<file path="src/rtl/sram_ctrl_pkg.sv">
`timescale 1ns/1ps
// Shared types and elaboration-time timing math for the asynchronous SRAM
// controller. Assumes GRADE 0/1/2 selects the 35/45/55 ns part.
package sram_ctrl_pkg;

    typedef enum logic [2:0] {
        ST_IDLE   = 3'd0,
        ST_SETUP  = 3'd1,
        ST_STROBE = 3'd2,
        ST_HOLD   = 3'd3,
        ST_TURN   = 3'd4
    } sram_state_e;

    function automatic int unsigned ceil_div(int unsigned ns, int unsigned per);
        return (ns + per - 1) / per;
    endfunction

    function automatic int unsigned max2(int unsigned a, int unsigned b);
        return (a > b) ? a : b;
    endfunction

    // Cycle time (also the address access time) per grade.
    function automatic int unsigned ns_cycle(int unsigned g);
        case (g)
            0:       return 35;
            1:       return 45;
            default: return 55;
        endcase
    endfunction

    function automatic int unsigned ns_we_pulse(int unsigned g);
        case (g)
            0:       return 30;
            1:       return 35;
            default: return 40;
        endcase
    endfunction

    // Address (and select) setup to write end.
    function automatic int unsigned ns_addr_to_end(int unsigned g);
        case (g)
            0:       return 25;
            1:       return 35;
            default: return 45;
        endcase
    endfunction

    // Data setup to write end; the output-enable access time has the same values.
    function automatic int unsigned ns_data_setup(int unsigned g);
        case (g)
            0:       return 15;
            1:       return 20;
            default: return 25;
        endcase
    endfunction

    function automatic int unsigned ns_oe_release(int unsigned g);
        case (g)
            0:       return 10;
            1:       return 15;
            default: return 20;
        endcase
    endfunction

    function automatic int unsigned wr_strobe_cycles(int unsigned g, int unsigned per);
        int unsigned c;
        int unsigned cyc;
        c   = max2(ceil_div(ns_we_pulse(g), per),
                   max2(ceil_div(ns_addr_to_end(g), per), ceil_div(ns_data_setup(g), per)));
        cyc = ceil_div(ns_cycle(g), per);
        if (cyc > c + 2) c = cyc - 2;
        return max2(c, 1);
    endfunction

    function automatic int unsigned rd_strobe_cycles(int unsigned g, int unsigned per);
        return max2(1, max2(ceil_div(ns_cycle(g), per), ceil_div(ns_data_setup(g), per)));
    endfunction

    function automatic int unsigned turn_cycles(int unsigned g, int unsigned per);
        return max2(1, ceil_div(ns_oe_release(g), per));
    endfunction

endpackage

</file>
<file path="src/rtl/sram_seq.sv">
`timescale 1ns/1ps
// Access sequencer: accepts one request while idle, walks setup, strobe,
// hold and turnaround phases with a down-counter, captures load data and
// raises the user-side pulses. Assumes phase lengths are at least one cycle.
module sram_seq
    import sram_ctrl_pkg::*;
#(
    parameter int unsigned ADDR_W = 18,
    parameter int unsigned DATA_W = 8,
    parameter int unsigned WR_STB = 3,
    parameter int unsigned RD_STB = 4,
    parameter int unsigned TA_CYC = 1
) (
    input  logic              clk,
    input  logic              rst_n,
    input  logic              req,
    input  logic              req_wr,
    input  logic [ADDR_W-1:0] req_addr,
    input  logic [DATA_W-1:0] req_wdata,
    input  logic [DATA_W-1:0] mem_rdata,
    output sram_state_e       st_nxt,
    output logic              wr_nxt,
    output logic [ADDR_W-1:0] addr_q,
    output logic [DATA_W-1:0] wdata_q,
    output logic              ready,
    output logic              rd_valid,
    output logic [DATA_W-1:0] rd_data
);

    localparam int unsigned CNT_MAX = max2(WR_STB, max2(RD_STB, TA_CYC));
    localparam int unsigned CNT_W   = $clog2(CNT_MAX + 1);
    localparam logic [CNT_W-1:0] WR_LOAD = CNT_W'(WR_STB - 1);
    localparam logic [CNT_W-1:0] RD_LOAD = CNT_W'(RD_STB - 1);
    localparam logic [CNT_W-1:0] TA_LOAD = CNT_W'(TA_CYC - 1);

    sram_state_e      st_q;
    logic [CNT_W-1:0] cnt_q, cnt_d;
    logic             wr_q;
    logic             capture;
    logic             accept;
    logic [DATA_W-1:0] rd_q;

    assign accept = (st_q == ST_IDLE) && req;

    // Next-phase and counter decode.
    always_comb begin
        st_nxt  = st_q;
        cnt_d   = cnt_q;
        wr_nxt  = wr_q;
        capture = 1'b0;
        case (st_q)
            ST_IDLE: begin
                if (req) begin
                    st_nxt = ST_SETUP;
                    wr_nxt = req_wr;
                end
            end
            ST_SETUP: begin
                st_nxt = ST_STROBE;
                cnt_d  = wr_q ? WR_LOAD : RD_LOAD;
            end
            ST_STROBE: begin
                if (cnt_q == '0) begin
                    st_nxt  = ST_HOLD;
                    capture = !wr_q;
                end else begin
                    cnt_d = cnt_q - 1'b1;
                end
            end
            ST_HOLD: begin
                if (wr_q) begin
                    st_nxt = ST_IDLE;
                end else begin
                    st_nxt = ST_TURN;
                    cnt_d  = TA_LOAD;
                end
            end
            ST_TURN: begin
                if (cnt_q == '0) st_nxt = ST_IDLE;
                else             cnt_d  = cnt_q - 1'b1;
            end
            default: st_nxt = ST_IDLE;
        endcase
    end

    // Phase, counter and direction registers.
    always_ff @(posedge clk) begin
        if (!rst_n) begin
            st_q  <= ST_IDLE;
            cnt_q <= '0;
            wr_q  <= 1'b0;
        end else begin
            st_q  <= st_nxt;
            cnt_q <= cnt_d;
            wr_q  <= wr_nxt;
        end
    end

    // Request fields, latched only at acceptance.
    always_ff @(posedge clk) begin
        if (!rst_n) begin
            addr_q  <= '0;
            wdata_q <= '0;
        end else if (accept) begin
            addr_q  <= req_addr;
            wdata_q <= req_wdata;
        end
    end

    // Load data capture at the edge that closes the output-enable pulse.
    always_ff @(posedge clk) begin
        if (!rst_n)       rd_q <= '0;
        else if (capture) rd_q <= mem_rdata;
    end

    assign rd_data  = rd_q;
    assign rd_valid = (st_q == ST_HOLD) && !wr_q;
    assign ready    = ((st_q == ST_HOLD) && wr_q) ||
                      ((st_q == ST_TURN) && (cnt_q == '0));

endmodule

</file>
<file path="src/rtl/sram_pins.sv">
`timescale 1ns/1ps
// Pin stage: registers the memory control strobes from the next phase so
// every strobe leaves a flop and cannot glitch. Assumes the sequencer supplies
// next-phase and next-direction decode.
module sram_pins
    import sram_ctrl_pkg::*;
(
    input  logic        clk,
    input  logic        rst_n,
    input  sram_state_e st_nxt,
    input  logic        wr_nxt,
    output logic        ce_n,
    output logic        ce,
    output logic        we_n,
    output logic        oe_n,
    output logic        dq_oe
);

    logic sel_d, we_d, oe_d, drv_d;

    // Strobe decode from the phase the sequencer enters next.
    always_comb begin
        sel_d = (st_nxt == ST_SETUP) || (st_nxt == ST_STROBE) || (st_nxt == ST_HOLD);
        we_d  = (st_nxt == ST_STROBE) && wr_nxt;
        oe_d  = (st_nxt == ST_STROBE) && !wr_nxt;
        drv_d = ((st_nxt == ST_STROBE) || (st_nxt == ST_HOLD)) && wr_nxt;
    end

    // Pin registers, inactive under reset.
    always_ff @(posedge clk) begin
        if (!rst_n) begin
            ce_n  <= 1'b1;
            ce    <= 1'b0;
            we_n  <= 1'b1;
            oe_n  <= 1'b1;
            dq_oe <= 1'b0;
        end else begin
            ce_n  <= !sel_d;
            ce    <= sel_d;
            we_n  <= !we_d;
            oe_n  <= !oe_d;
            dq_oe <= drv_d;
        end
    end

endmodule

</file>
<file path="src/rtl/sram_async_ctrl.sv">
`timescale 1ns/1ps
// Top of the asynchronous SRAM controller. Derives the phase lengths from the
// clock period and speed grade, and joins the sequencer and pin stage.
// Assumes an external pad combines mem_dq_out, mem_dq_oe and mem_dq_in.
module sram_async_ctrl
    import sram_ctrl_pkg::*;
#(
    parameter int unsigned ADDR_W = 18,
    parameter int unsigned DATA_W = 8,
    parameter int unsigned CLK_NS = 10,
    parameter int unsigned GRADE  = 0
) (
    input  logic              clk,
    input  logic              rst_n,
    input  logic              req,
    input  logic              req_wr,
    input  logic [ADDR_W-1:0] req_addr,
    input  logic [DATA_W-1:0] req_wdata,
    output logic              ready,
    output logic              rd_valid,
    output logic [DATA_W-1:0] rd_data,
    output logic [ADDR_W-1:0] mem_addr,
    output logic              mem_ce_n,
    output logic              mem_ce,
    output logic              mem_we_n,
    output logic              mem_oe_n,
    output logic [DATA_W-1:0] mem_dq_out,
    input  logic [DATA_W-1:0] mem_dq_in,
    output logic              mem_dq_oe
);

    localparam int unsigned WR_STB = wr_strobe_cycles(GRADE, CLK_NS);
    localparam int unsigned RD_STB = rd_strobe_cycles(GRADE, CLK_NS);
    localparam int unsigned TA_CYC = turn_cycles(GRADE, CLK_NS);

    sram_state_e st_nxt;
    logic        wr_nxt;

    sram_seq #(
        .ADDR_W (ADDR_W),
        .DATA_W (DATA_W),
        .WR_STB (WR_STB),
        .RD_STB (RD_STB),
        .TA_CYC (TA_CYC)
    ) u_seq (
        .clk       (clk),
        .rst_n     (rst_n),
        .req       (req),
        .req_wr    (req_wr),
        .req_addr  (req_addr),
        .req_wdata (req_wdata),
        .mem_rdata (mem_dq_in),
        .st_nxt    (st_nxt),
        .wr_nxt    (wr_nxt),
        .addr_q    (mem_addr),
        .wdata_q   (mem_dq_out),
        .ready     (ready),
        .rd_valid  (rd_valid),
        .rd_data   (rd_data)
    );

    sram_pins u_pins (
        .clk    (clk),
        .rst_n  (rst_n),
        .st_nxt (st_nxt),
        .wr_nxt (wr_nxt),
        .ce_n   (mem_ce_n),
        .ce     (mem_ce),
        .we_n   (mem_we_n),
        .oe_n   (mem_oe_n),
        .dq_oe  (mem_dq_oe)
    );

endmodule

</file>
<file path="config.mk">
export PLATFORM = sky130hd
export DESIGN_NAME = sram_async_ctrl
export DESIGN_NICKNAME = d
export VERILOG_FILES = /design/src/rtl/sram_ctrl_pkg.sv /design/src/rtl/sram_seq.sv /design/src/rtl/sram_pins.sv /design/src/rtl/sram_async_ctrl.sv
export SDC_FILE = /design/constraint.sdc
export NUM_CORES = 1
export LEC_CHECK = 0
export ABC_AREA = 1
export BUFFER_PORTS_ARGS = -buffer_cell sky130_fd_sc_hd__buf_4
export CAP_MARGIN = 20
export CORE_ASPECT_RATIO = 1.75
export CORE_MARGIN = 8
export CORE_UTILIZATION = 46
export CTS_CLUSTER_DIAMETER = 150
export DETAILED_ROUTE_END_ITERATION = 16
export GPL_TIMING_DRIVEN = 0
export PLACE_DENSITY = 0.79
export REMOVE_ABC_BUFFERS = 1
export SETUP_SLACK_MARGIN = 0.5
export SYNTH_ARGS = -nofsm -noshare
export SYNTH_HDL_FRONTEND = slang
export SYNTH_SLANG_ARGS = --single-unit
</file>
<file path="constraint.sdc">
create_clock -name clk -period 1.7 [get_ports clk]
set_clock_uncertainty 0.15 [all_clocks]
set_input_delay 0.255 -clock clk [delete_from_list [all_inputs] [get_ports clk]]
set_output_delay 0.255 -clock clk [all_outputs]
set_load 0.05 [all_outputs]
</file>
Yosys cells after proc, flatten, opt, wreduce, memory -nomap -nowiden

Cells that the tools add are included.

$add $sub $neg: 1
Equality and inequality tests: 9
Muxes and demuxes: 13
Reductions and logical operators: 21

Operator list:

| cell                                                                   | count |
|---|---|
| 3-bit two-way mux                                                      | 6 |
| 3-bit one-hot mux with 5 select lines                                  | 1 |
| 3-bit by 2-bit equality test with 1-bit output (second input constant) | 4 |
| 3-bit one-hot mux with 3 select lines                                  | 1 |
| 1-bit logical AND                                                      | 7 |
| 3-bit by 1-bit equality test with 1-bit output (second input constant) | 2 |
| 3-bit zero test                                                        | 2 |
| 1-bit zero test                                                        | 5 |
| 1-bit two-way mux                                                      | 5 |
| 1-bit logical OR                                                       | 4 |
| 2-bit inequality test (second input constant)                          | 2 |
| 3-bit equality test (second input constant)                            | 1 |
| 3-bit AND reduction                                                    | 1 |
| 3-bit nonzero test                                                     | 1 |
| 3-bit by 1-bit subtractor with 3-bit output (second input constant)    | 1 |
| 2-bit OR reduction                                                     | 1 |

Register bits: 46
Input port bits: 38
Output and inout port bits: 41
Word-level logic and storage cells: 55

Longest topological paths before layout

Gate-level depths: netlist of the first run.

Word-level depth: 7
Depth in mapped cells: 12
Gate-level depth less buffers: 12

Hierarchy

Synthesis of the first run repeated with hierarchy kept, for this count alone.

Cell total of the unflattened synthesis: 234
Area, all modules: 1774.2 sq um

By module, submodules not included:

| module    | times used | cells each | area each (sq um) | sequential area each (sq um) |
|---|---|---|---|---|
| sram_seq  | 1          | 214        | 1606.5            | 820.8 |
| sram_pins | 1          | 20         | 167.7             | 100.1 |

Least setup slack after synthesis of the first run

Ideal clock, no wire load.

Path type: register to output
Start point: register u_seq.cnt_q[0]
End point: output ready
Arrival: 1.814 ns
Required time: 1.295 ns
Setup slack: -0.519 ns
Cell stages (with the launch flop): 7
Path buffers: 0
Path through: dfxtp_1 -> inv_1 -> ha_1 -> inv_1 -> nor2_4 -> inv_1 -> o21ai_0

Cells in the longest elaborated chain, start to end: 3

RTL lines:

| item                     | RTL line              | RTL |
|---|---|---|
| start: declaration       | sram_seq.sv:37        | `logic [CNT_W-1:0] cnt_q, cnt_d;` |
| start signal: assignment | sram_seq.sv:94        | `cnt_q <= cnt_d;` |
| 3-bit zero test          | sram_seq.sv:119       | `((st_q == ST_TURN) && (cnt_q == '0));` |
| 1-bit logical AND        | sram_seq.sv:119       |  |
| 1-bit logical OR         | sram_seq.sv:118       | `assign ready = ((st_q == ST_HOLD) && wr_q) \|\|` |
| end: declaration         | sram_async_ctrl.sv:19 | `output logic ready,` |

Every way passes these cells.

Worst setup path in the final report of the first run

Start point: register u_seq.st_q[1]
End point: register u_seq.addr_q[9]

Cells in the longest elaborated chain, start to end: 2

RTL lines:

| item                     | RTL line        | RTL |
|---|---|---|
| start: declaration       | sram_seq.sv:36  | `sram_state_e st_q;` |
| start signal: assignment | sram_seq.sv:93  | `st_q <= st_nxt;` |
| 3-bit zero test          | sram_seq.sv:43  | `assign accept = (st_q == ST_IDLE) && req;` |
| 1-bit logical AND        | sram_seq.sv:43  |  |
| end signal: assignment   | sram_seq.sv:105 | `addr_q <= req_addr;` |
| end: declaration         | sram_seq.sv:23  | `output logic [ADDR_W-1:0] addr_q,` |

Every way passes these cells.
A chain may end at the register's enable or synchronous reset.

==> results.yml, run 1 <==
floorplan:
  die_x_um: 62.6
  num_rows: 29
  io_pins: 79
  start_util: 0.482
  die_h_um: 97.5
  coreArea_sq_um: 3630
  die_area_sq_um: 6110
power:
  totalPowerFinal_w: 0.00371
  power.leakage_nw: 1.42
  vdd_drop_max_uv: 1280
  power-per-cell-area_nw_per_um2: 1140
synth:
  synth-simple-area-share: 0.266
  syn_inst: 223
  post_synth_num_cell_types: 26
  synthXorXnorAreaFrac: 0.00501
  seq_area_frac_synth: 0.527
  yosysTopAreaCellShare: 0.527
  yosys.area_share.adder: 0.0143
  yosysTopAreaCell: "dfxtp_1"
  avgSynthCellArea_sq_um: 7.84
  synth_area_sq_um: 1750
  yosys-top-cells-area: "dfxtp_1 (53%), nor2_1 (17%), o21ai_0 (9.7%), nand2_1 (3.0%), inv_1 (1.9%)"
  ys_ff_latch: 46
  synth_top_family_by_area: "simple AND/OR/NAND/NOR gates"
  synth_compound_gate_area_share: 0.121
  muxShareOfSynthArea: 0
  ys_warn_count: 0
final_layout:
  drive_above_1_share: 0.658
  areaGrowthSynthToFinish_pct: 86.8
  nFillCells: 135
  diodes: 0
  fin_nets: 358
  final_util: 0.900
worst_setup_path:
  worstPathArrival_ns: 1.80
  path_max_fanout: 30
  r2r-start: "u_seq.st_q[1]$_SDFF_PN0_"
  worst_setup_path_start_kind: "register"
  startpoint: "u_seq.st_q[1]$_SDFF_PN0_"
  critPathKind: "reg2reg"
  worstPathRequired_ns: 1.78
  end_kind: "register"
  reg2regPathDepth: 5
  r2r_slack_ns: -0.02
  r2r-end: "u_seq.addr_q[9]$_SDFFE_PN0P_"
  crit_end: "u_seq.addr_q[9]$_SDFFE_PN0P_"
timing:
  finalCriticalPeriod_ns: 1.72
  slew_headroom: 0.713
  tns_ns: -0.0671
  finalSetupViolCount: 5
  post-route-period-util: 1.01
  drv_slew: 0
  worst_pin_slew_ns: 0.430
  rsz0062_at_grt: "true"
  fmax_mhz: 580
  final-hold-violation-count: 0
  setup_ws_ns: -0.0230
route:
  ant_nets: 0
  routedWlPerCell_um: 20.3
  drtIter0Drc: 93
  wirelength_um: 7400
  drtPass1Iterations: 4
  drc: 0
  detail_route.vias_per_cell: 5.34
  vias: 1950
grt:
  grt_pass1_wl_um: 8540
  grtUsageTotal: 0.173
  grt_max_degree: 39
  grt_pass1_vias: 1787
  gr-total-overflow: 0
  antenna_found_initial: 0
clock_tree:
  htree_levels: 2
  clk_path_buf_depth: 2
  cts-buffers-inserted: 5
  clock_sinks: 46
  clock_latency_ns: 0.31
  cts_tree: "built"
  postCtsHoldBufs: 0
  cts_root_buf: "clkbuf_8"
  clk_pin_slew_worst_paths_ns: 0.09
placed_design:
  place_congestion: 0.823
  place_hpwl_um: 3420
  port_buffers: 78
  dp_slack_ns: -0.519
outcome:
  violations: "setup timing"
  status: "finished, violations left"
run:
  drv_cap: 0
hold_path:
  min_path_type: "in2reg"
-- Yosys cell counts (all sizes together) --
cell / number
o21a: 1
buf: 4
nor3: 2
xnor2: 1
ha: 2
inv: 15
nor2: 83
clkinv: 1
dfxtp: 46
a21oi: 2
o21ai: 38
nand3: 8
clkbuf: 5
nand2: 15
-- worst min-delay path by stage --
stage / endpoint / cells after the start / from / slack, ns
2_1_floorplan: u_seq.st_q[2]$_SDFF_PN0_ / 1 / rst_n / 0.22
3_3_place_gp: u_seq.addr_q[13]$_SDFFE_PN0P_ / 2 / u_seq.addr_q[13]$_SDFFE_PN0P_ / 0.32
3_5_place_dp: u_seq.addr_q[14]$_SDFFE_PN0P_ / 2 / u_seq.addr_q[14]$_SDFFE_PN0P_ / 0.32
4_1_cts: u_seq.rd_data[1]$_SDFFE_PN0P_ / 3 / mem_dq_in[1] / 0.01
5_1_grt: u_seq.rd_data[1]$_SDFFE_PN0P_ / 3 / mem_dq_in[1] / 0.05
6_report: u_seq.rd_data[1]$_SDFFE_PN0P_ / 3 / mem_dq_in[1] / 0.03
-- critical path: stages, from the launching register on --
cell,delay (ns)
dfxtp_4,0.39
nor2_4,0.17
nand3_4,0.35
clkinv_8,0.34
nor2_1,0.08
nor2_1,0.14
-- per-stage QoR --
stage               cells  cell area (sq um)  hold WS [ns]
floorplan             214               1690         0.223
global placement      338               2330         0.315
detailed placement    338               2330         0.324
CTS                   356               2870        0.0100
global route          365               3260        0.0454
finish                365               3260        0.0253
-- cells by family after synthesis --
group	count (synthesis)
buffers and inverters	25
AND/OR/NAND/NOR	108
AO/OA/AOI/OAI	41
XOR/XNOR	1
flip-flops	46
adder cells (fa/ha/maj)	2
-- routing by layer --
layer,global-route usage,vias to the layer above,wire [um]
li1,-,889,-
met1,0.166,948,2640
met2,0.321,91,4080
met3,0.0427,22,334
met4,0.0972,0,351
met5,0,-,0
-- cell type report --
cell class,instances,area [sq um],share of cell area
Multi-Input combinational cell,152,971,0.297
Clock buffer,7,86.3,0.0264
Clock inverter,1,5.00,0.00153
Sequential cell,46,1020,0.312
Tap cell,46,57.6,0.0176
Timing Repair Buffer,97,1050,0.321
Inverter,16,80.1,0.0245
-- timing repair --
| item | in CTS | in global routing |
|---|---|---|
| endpoints found under the setup margin | 85 | 86 |
| hold endpoints to repair | 0 | 0 |
| resized for setup | 138 | 94 |
| buffers inserted | 10 | 9 |
| pin swaps | 13 | 20 |
-- where the power goes --
| group | leakage, nW | internal [W] | total, W | switching [W] |
|---|---|---|---|---|
| registers | 0.398 | 0.00124 | 0.00140 | 0.000159 |
| clock network | 0.0482 | 0.000329 | 0.000707 | 0.000378 |
| logic | 0.976 | 0.000661 | 0.00160 | 0.000940 |
-- flip-flops by register name, indices dropped and copies added, names as in the netlist --
name,count
u_seq.cnt_q,3
u_seq.wr_q,1
u_seq.st_q,3
u_pins.dq_oe,1
u_pins.oe_n,1
u_pins.ce_n,1
u_pins.we_n,1
u_seq.addr_q,18
u_seq.wdata_q,8
u_pins.ce,1
u_seq.rd_data,8
-- cells in the final DEF, fill, tap and decap left out, types with 2 or more instances in the layout --
cell / count
a21oi_1: 2
buf_4: 51
buf_6: 7
buf_8: 39
clkbuf_8: 6
dfxtp_2: 29
dfxtp_4: 16
inv_1: 4
inv_2: 8
inv_4: 3
nand2_1: 11
nand2_2: 2
nand2_4: 2
nand3_1: 3
nand3_2: 3
nand3_4: 2
nor2_1: 53
nor2_2: 7
nor2_4: 23
o21ai_0: 25
o21ai_1: 7
o21ai_2: 5
Note: power is estimated with default switching activity, not from simulation.
==> inputs of run 2 (changes only) <==
clock period = 1.8 ns   (was 1.7 ns; I/O delays follow)
==> run 2 against run 1 <==
  * The run now ends clean
  * Cell count is 1.9% higher
  * Clock-buffer cell count stayed put
  * Non-clock buffer count grew 1
  * First-iteration DRC count is 17% higher
  * Design area shrank 6.7%
  * Worst hold slack improved by 0.018 ns
  * Combinational power down 11%
  * Sequential power is 11% lower
  * Routed wire length down 6.4%
  * Sequential share of layout area shrank 0.38 points
  * Global-route usage shrank 1.9 points
  * Largest cell class is now multi-input combinational cells
==> results.yml, run 2 (synthesis results as in run 1) <==
final_layout:
  seq_area_sq_um: 937
  areaGrowthSynthToFinish_pct: 74.2
  largest_reg_flops: 18
  final_common_cell: "buf_4"
  stdcell_count: 372
  nFillCells: 190
  diodes: 0
  fin_nets: 365
  drive_above_1_share: 0.589
  final_util: 0.839
  largest-register: "u_seq.addr_q"
  multiInputGateArea_sq_um: 1030
  final_cell_mix: "buf_4 (82), nor2_1 (56), dfxtp_1 (39), o21ai_2 (23)"
worst_setup_path:
  worst_path_most_repeated_cell: "inv_2"
  end_kind: "primary output"
  max_stage_delay_ns: 0.33
  r2r_slack_ns: 0.08
  cpLargestDelayFamily: "buffers and inverters"
  path_cells: "inv_2, ha_4, inv_2, nor2_4, inv_2, o21ai_2, buf_6"
  worstPathRequired_ns: 1.38
  startpoint: "u_seq.cnt_q[1]$_SDFFE_PN0P_"
  worst_setup_path_start_kind: "register"
  cp.depth: 7
  path_max_fanout: 2
  r2r-end: "u_seq.rd_data[4]$_SDFFE_PN0P_"
  worstPathArrival_ns: 1.33
  r2r-start: "u_seq.cnt_q[1]$_SDFFE_PN0P_"
  path_buf_inv: 4
  reg2regPathDepth: 12
  critPathKind: "reg2out"
  crit_slowest_cell: "dfxtp_2"
  crit_end: "ready"
placed_design:
  place_hpwl_um: 3420
  dpl.cell_count: 338
  place_congestion: 0.823
  port_buffers: 78
  dp_slack_ns: -0.419
timing:
  rsz0062_at_grt: "true"
  final-hold-violation-count: 0
  post-route-period-util: 0.973
  drv_slew: 0
  worst_pin_slew_ns: 0.506
  finalCriticalPeriod_ns: 1.75
  finalSetupViolCount: 0
  setup_ws_ns: 0.0484
  tns_ns: 0
  slew_headroom: 0.663
  fmax_mhz: 571
route:
  drtPass1Iterations: 4
  detail_route.vias_per_cell: 5.27
  top_layer_used: "met4"
  routedWlPerCell_um: 18.6
  route.met3.wl_um: 278
  wirelength_um: 6930
  drt-met1-wl_um: 2420
  vias: 1961
  drtIter0Drc: 109
  wl_met2_um: 3860
  drc: 0
  ant_nets: 0
hold_path:
  min_path_type: "in2reg"
  worst_hold_path.num_cells: 3
clock_tree:
  clock_sinks: 46
  cts_tree: "built"
  clock_latency_ns: 0.31
  cts-buffers-inserted: 5
  htree_levels: 2
  clk_pin_slew_worst_paths_ns: 0.09
  clk_path_buf_depth: 2
  cts_root_buf: "clkbuf_8"
power:
  power-per-cell-area_nw_per_um2: 1090
  vdd_drop_max_uv: 1010
  power.leakage_nw: 1.38
floorplan:
  start_util: 0.482
  die_x_um: 62.6
  num_rows: 29
  die_h_um: 97.5
  die_area_sq_um: 6110
  coreArea_sq_um: 3630
  io_pins: 79
grt:
  grt_pass1_wl_um: 7690
  antenna_found_initial: 0
  gr-total-overflow: 0
  grt_pass1_vias: 1633
  grtUsageTotal: 0.154
  grt_max_degree: 39
run:
  drv_cap: 0
outcome:
  status: "completed"
-- run 2: how the worst min path moves through the flow --
| stage | startpoint | to |
|---|---|---|
| floorplan | rst_n | u_seq.st_q[2]$_SDFF_PN0_ |
| global placement | u_seq.addr_q[13]$_SDFFE_PN0P_ | u_seq.addr_q[13]$_SDFFE_PN0P_ |
| detailed placement | u_seq.addr_q[14]$_SDFFE_PN0P_ | u_seq.addr_q[14]$_SDFFE_PN0P_ |
| CTS | mem_dq_in[1] | u_seq.rd_data[1]$_SDFFE_PN0P_ |
| global route | mem_dq_in[3] | u_seq.rd_data[3]$_SDFFE_PN0P_ |
| finish | mem_dq_in[1] | u_seq.rd_data[1]$_SDFFE_PN0P_ |
-- run 2: stage by stage --
step	power [W]	instance area (sq um)	hold slack, ns
after detailed placement	0.00224	2330	0.324
after floorplan	0.00191	1690	0.238
final	0.00333	3040	0.0428
after CTS	0.00298	2570	0.0252
after global routing	0.00346	3040	0.0538
after global placement	0.00222	2330	0.315
-- run 2: final cells by class --
class                      count  area share
multi-input combinational    155       0.339
clock buffer                   7      0.0284
timing repair inverter         3      0.0144
inverter                      16      0.0255
tap                           46      0.0189
sequential                    46       0.308
timing repair buffer          98       0.264
clock inverter                 1     0.00164
-- run 2: timing repair --
| action | in CTS | in global routing |
|---|---|---|
| resized for setup | 36 | 105 |
| setup buffers | 9 | 11 |
| endpoints found under the hold margin | 0 | 0 |
| gates cloned | 0 | 6 |
| hold buffers | 0 | 0 |
| pin swaps | 11 | 34 |
| endpoints found under the setup margin | 46 | 50 |
-- run 2: power breakdown --
group | switching, W | internal, W
logic | 0.000913 | 0.000506
registers | 0.0000998 | 0.00115
clock network | 0.000353 | 0.000310
total | 0.00137 | 0.00197
-- run 2: worst min-delay path, delay by kind of cell --
| family | cells | cell delay (ns) |
|---|---|---|
| buffers and inverters | 1 | 0.08 |
| AND/OR/NAND/NOR | 2 | 0.11 |
-- run 2: metal layers --
layer	track usage	up-vias
li1	-	921
met2	0.280	77
met4	0.0795	0
met5	0	-
met1	0.151	935
met3	0.0462	28
==> inputs of run 3 (changes only) <==
CELL_PAD_IN_SITES_DETAIL_PLACEMENT = 1   (was default)
CELL_PAD_IN_SITES_GLOBAL_PLACEMENT = 2   (was default)
CORE_UTILIZATION = 24   (was 46)
PLACE_DENSITY = default   (was 0.79)
PLACE_DENSITY_LB_ADDON = 0.1   (was default)
==> run 3 against run 2 <==
  * Register-to-register slack better by 0.10 ns
  * Largest cell class unchanged
  * Global-route usage decreased by 2.4 points
  * Largest power group unchanged
  * Clock-buffer cell count unchanged
  * Fmax is 3.1% higher
  * Sequential share of layout area shrank 2.1 points
  * Sequential cell count stayed put
  * Utilization is 38 points lower
  * Power rose by 14%
==> results.yml, run 3 (synthesis results as in run 1) <==
outcome:
  status: "completed"
power:
  vdd_drop_max_uv: 622
  power.leakage_nw: 1.43
  power-per-cell-area_nw_per_um2: 1170
final_layout:
  final_cell_mix: "buf_4 (80), nor2_1 (48), dfxtp_1 (38), nor2_4 (24), o21ai_1 (23)"
  fin_nets: 364
  design_area_sq_um: 3260
  largest_reg_flops: 18
  diodes: 0
  areaGrowthSynthToFinish_pct: 86.5
  drive_above_1_share: 0.585
  final_common_cell: "buf_4"
  largest-register: "u_seq.addr_q"
route:
  drt-met1-wl_um: 2370
  drtIter0Drc: 135
  vias: 1837
  top_layer_used: "met4"
  detail_route.vias_per_cell: 4.47
  wl_met2_um: 3990
  drc: 0
  drtPass1Iterations: 3
  route.met3.wl_um: 443
  routedWlPerCell_um: 16.8
  ant_nets: 0
  wirelength_um: 6910
placed_design:
  dp_slack_ns: -0.703
  place_hpwl_um: 4190
  place_congestion: 0.719
  place_area_sq_um: 2380
  port_buffers: 78
clock_tree:
  clk_pin_slew_worst_paths_ns: 0.06
  clk_path_buf_depth: 2
  cts_tree: "built"
  cts-buffers-inserted: 5
  postCtsHoldBufs: 0
  clock_sinks: 46
  clock_latency_ns: 0.29
  cts_root_buf: "clkbuf_16"
  htree_levels: 2
worst_setup_path:
  r2r-start: "u_seq.cnt_q[0]$_SDFFE_PN0P_"
  path_max_fanout: 3
  reg2regPathDepth: 12
  startpoint: "u_seq.st_q[2]$_SDFF_PN0_"
  r2r_slack_ns: 0.18
  worstPathRequired_ns: 1.38
  critPathKind: "reg2out"
  worstPathArrival_ns: 1.28
  crit_end: "ready"
  r2r-end: "u_seq.rd_data[7]$_SDFFE_PN0P_"
  end_kind: "primary output"
  worst_setup_path_start_kind: "register"
grt:
  antenna_found_initial: 0
  grtUsageTotal: 0.130
  grt_max_degree: 39
  gr-total-overflow: 0
  grt_pass1_wl_um: 10100
  grt_pass1_vias: 2028
timing:
  final-hold-violation-count: 0
  drv_slew: 0
  fmax_mhz: 589
  rsz0062_at_grt: "true"
  finalCriticalPeriod_ns: 1.70
  setup_ws_ns: 0.102
  post-route-period-util: 0.944
  worst_pin_slew_ns: 0.445
  slew_headroom: 0.703
  finalSetupViolCount: 0
floorplan:
  die_area_sq_um: 10400
  die_x_um: 80.5
  start_util: 0.245
  coreArea_sq_um: 7130
  num_rows: 41
  io_pins: 79
  die_h_um: 129
hold_path:
  min_path_type: "in2reg"
run:
  drv_cap: 0
## run 3: per-stage QoR
step / utilization / total power (W) / hold WS [ns] / TNS [ns] / std cells
final: 0.457 / 0.00381 / 0.0512 / 0 / 411
after global routing: 0.457 / 0.00400 / 0.0467 / 0 / 411
after CTS: 0.412 / 0.00365 / 0.0329 / 0 / 405
after detailed placement: 0.334 / 0.00228 / 0.328 / -18.01 / 378
after global placement: 0.334 / 0.00226 / 0.313 / -17.25 / 378
after floorplan: - / 0.00191 / 0.238 / -0.434 / 214
## run 3: per-layer routing
layer | global-route usage | up-vias
li1 | - | 911
met1 | 0.116 | 863
met2 | 0.253 | 56
met3 | 0.0405 | 7
met4 | 0.0496 | 0
met5 | 0 | -
## run 3: power breakdown
| part | switching [W] | total, W | internal (W) |
|---|---|---|---|
| combinational | 0.000917 | 0.00149 | 0.000575 |
| sequential | 0.000113 | 0.00127 | 0.00115 |
| clock | 0.000394 | 0.00105 | 0.000657 |
## run 3: what timing repair did
| action | CTS | global route |
|---|---|---|
| endpoints found under the setup margin | 46 | 55 |
| cloned | 5 | 0 |
| pin swaps | 16 | 35 |
| buffers inserted | 14 | 6 |
| gates resized for setup | 86 | 78 |
## run 3: cell type report
class                   count  area, sq um
clock buffers               7          133
clock inverters             1         30.0
fillers                   844         3870
inverters                  16         86.3
multi-input cells         154         1080
flip-flops and latches     46          936
well taps                  86          108
repair buffers             98          837
repair inverters            3         52.6
## run 3: how the worst min path moves through the flow
stage                                      start                             to  slack, ns  depth (start not counted)
finish                              mem_dq_in[1]  u_seq.rd_data[1]$_SDFFE_PN0P_       0.05                          3
global route                        mem_dq_in[1]  u_seq.rd_data[1]$_SDFFE_PN0P_       0.05                          3
CTS                                 mem_dq_in[6]  u_seq.rd_data[6]$_SDFFE_PN0P_       0.03                          3
detailed placement  u_seq.addr_q[9]$_SDFFE_PN0P_   u_seq.addr_q[9]$_SDFFE_PN0P_       0.33                          2
global placement    u_seq.addr_q[5]$_SDFFE_PN0P_   u_seq.addr_q[5]$_SDFFE_PN0P_       0.31                          2
floorplan                                  rst_n       u_seq.st_q[2]$_SDFF_PN0_       0.24                          1
## run 3: critical path, cell delays in order, from the launching register on
cell and delay (ns):
dfxtp_2 0.34, inv_4 0.08, nand3_4 0.10, nor2_2 0.12, inv_1 0.10, o21ai_2 0.08
buf_6 0.17
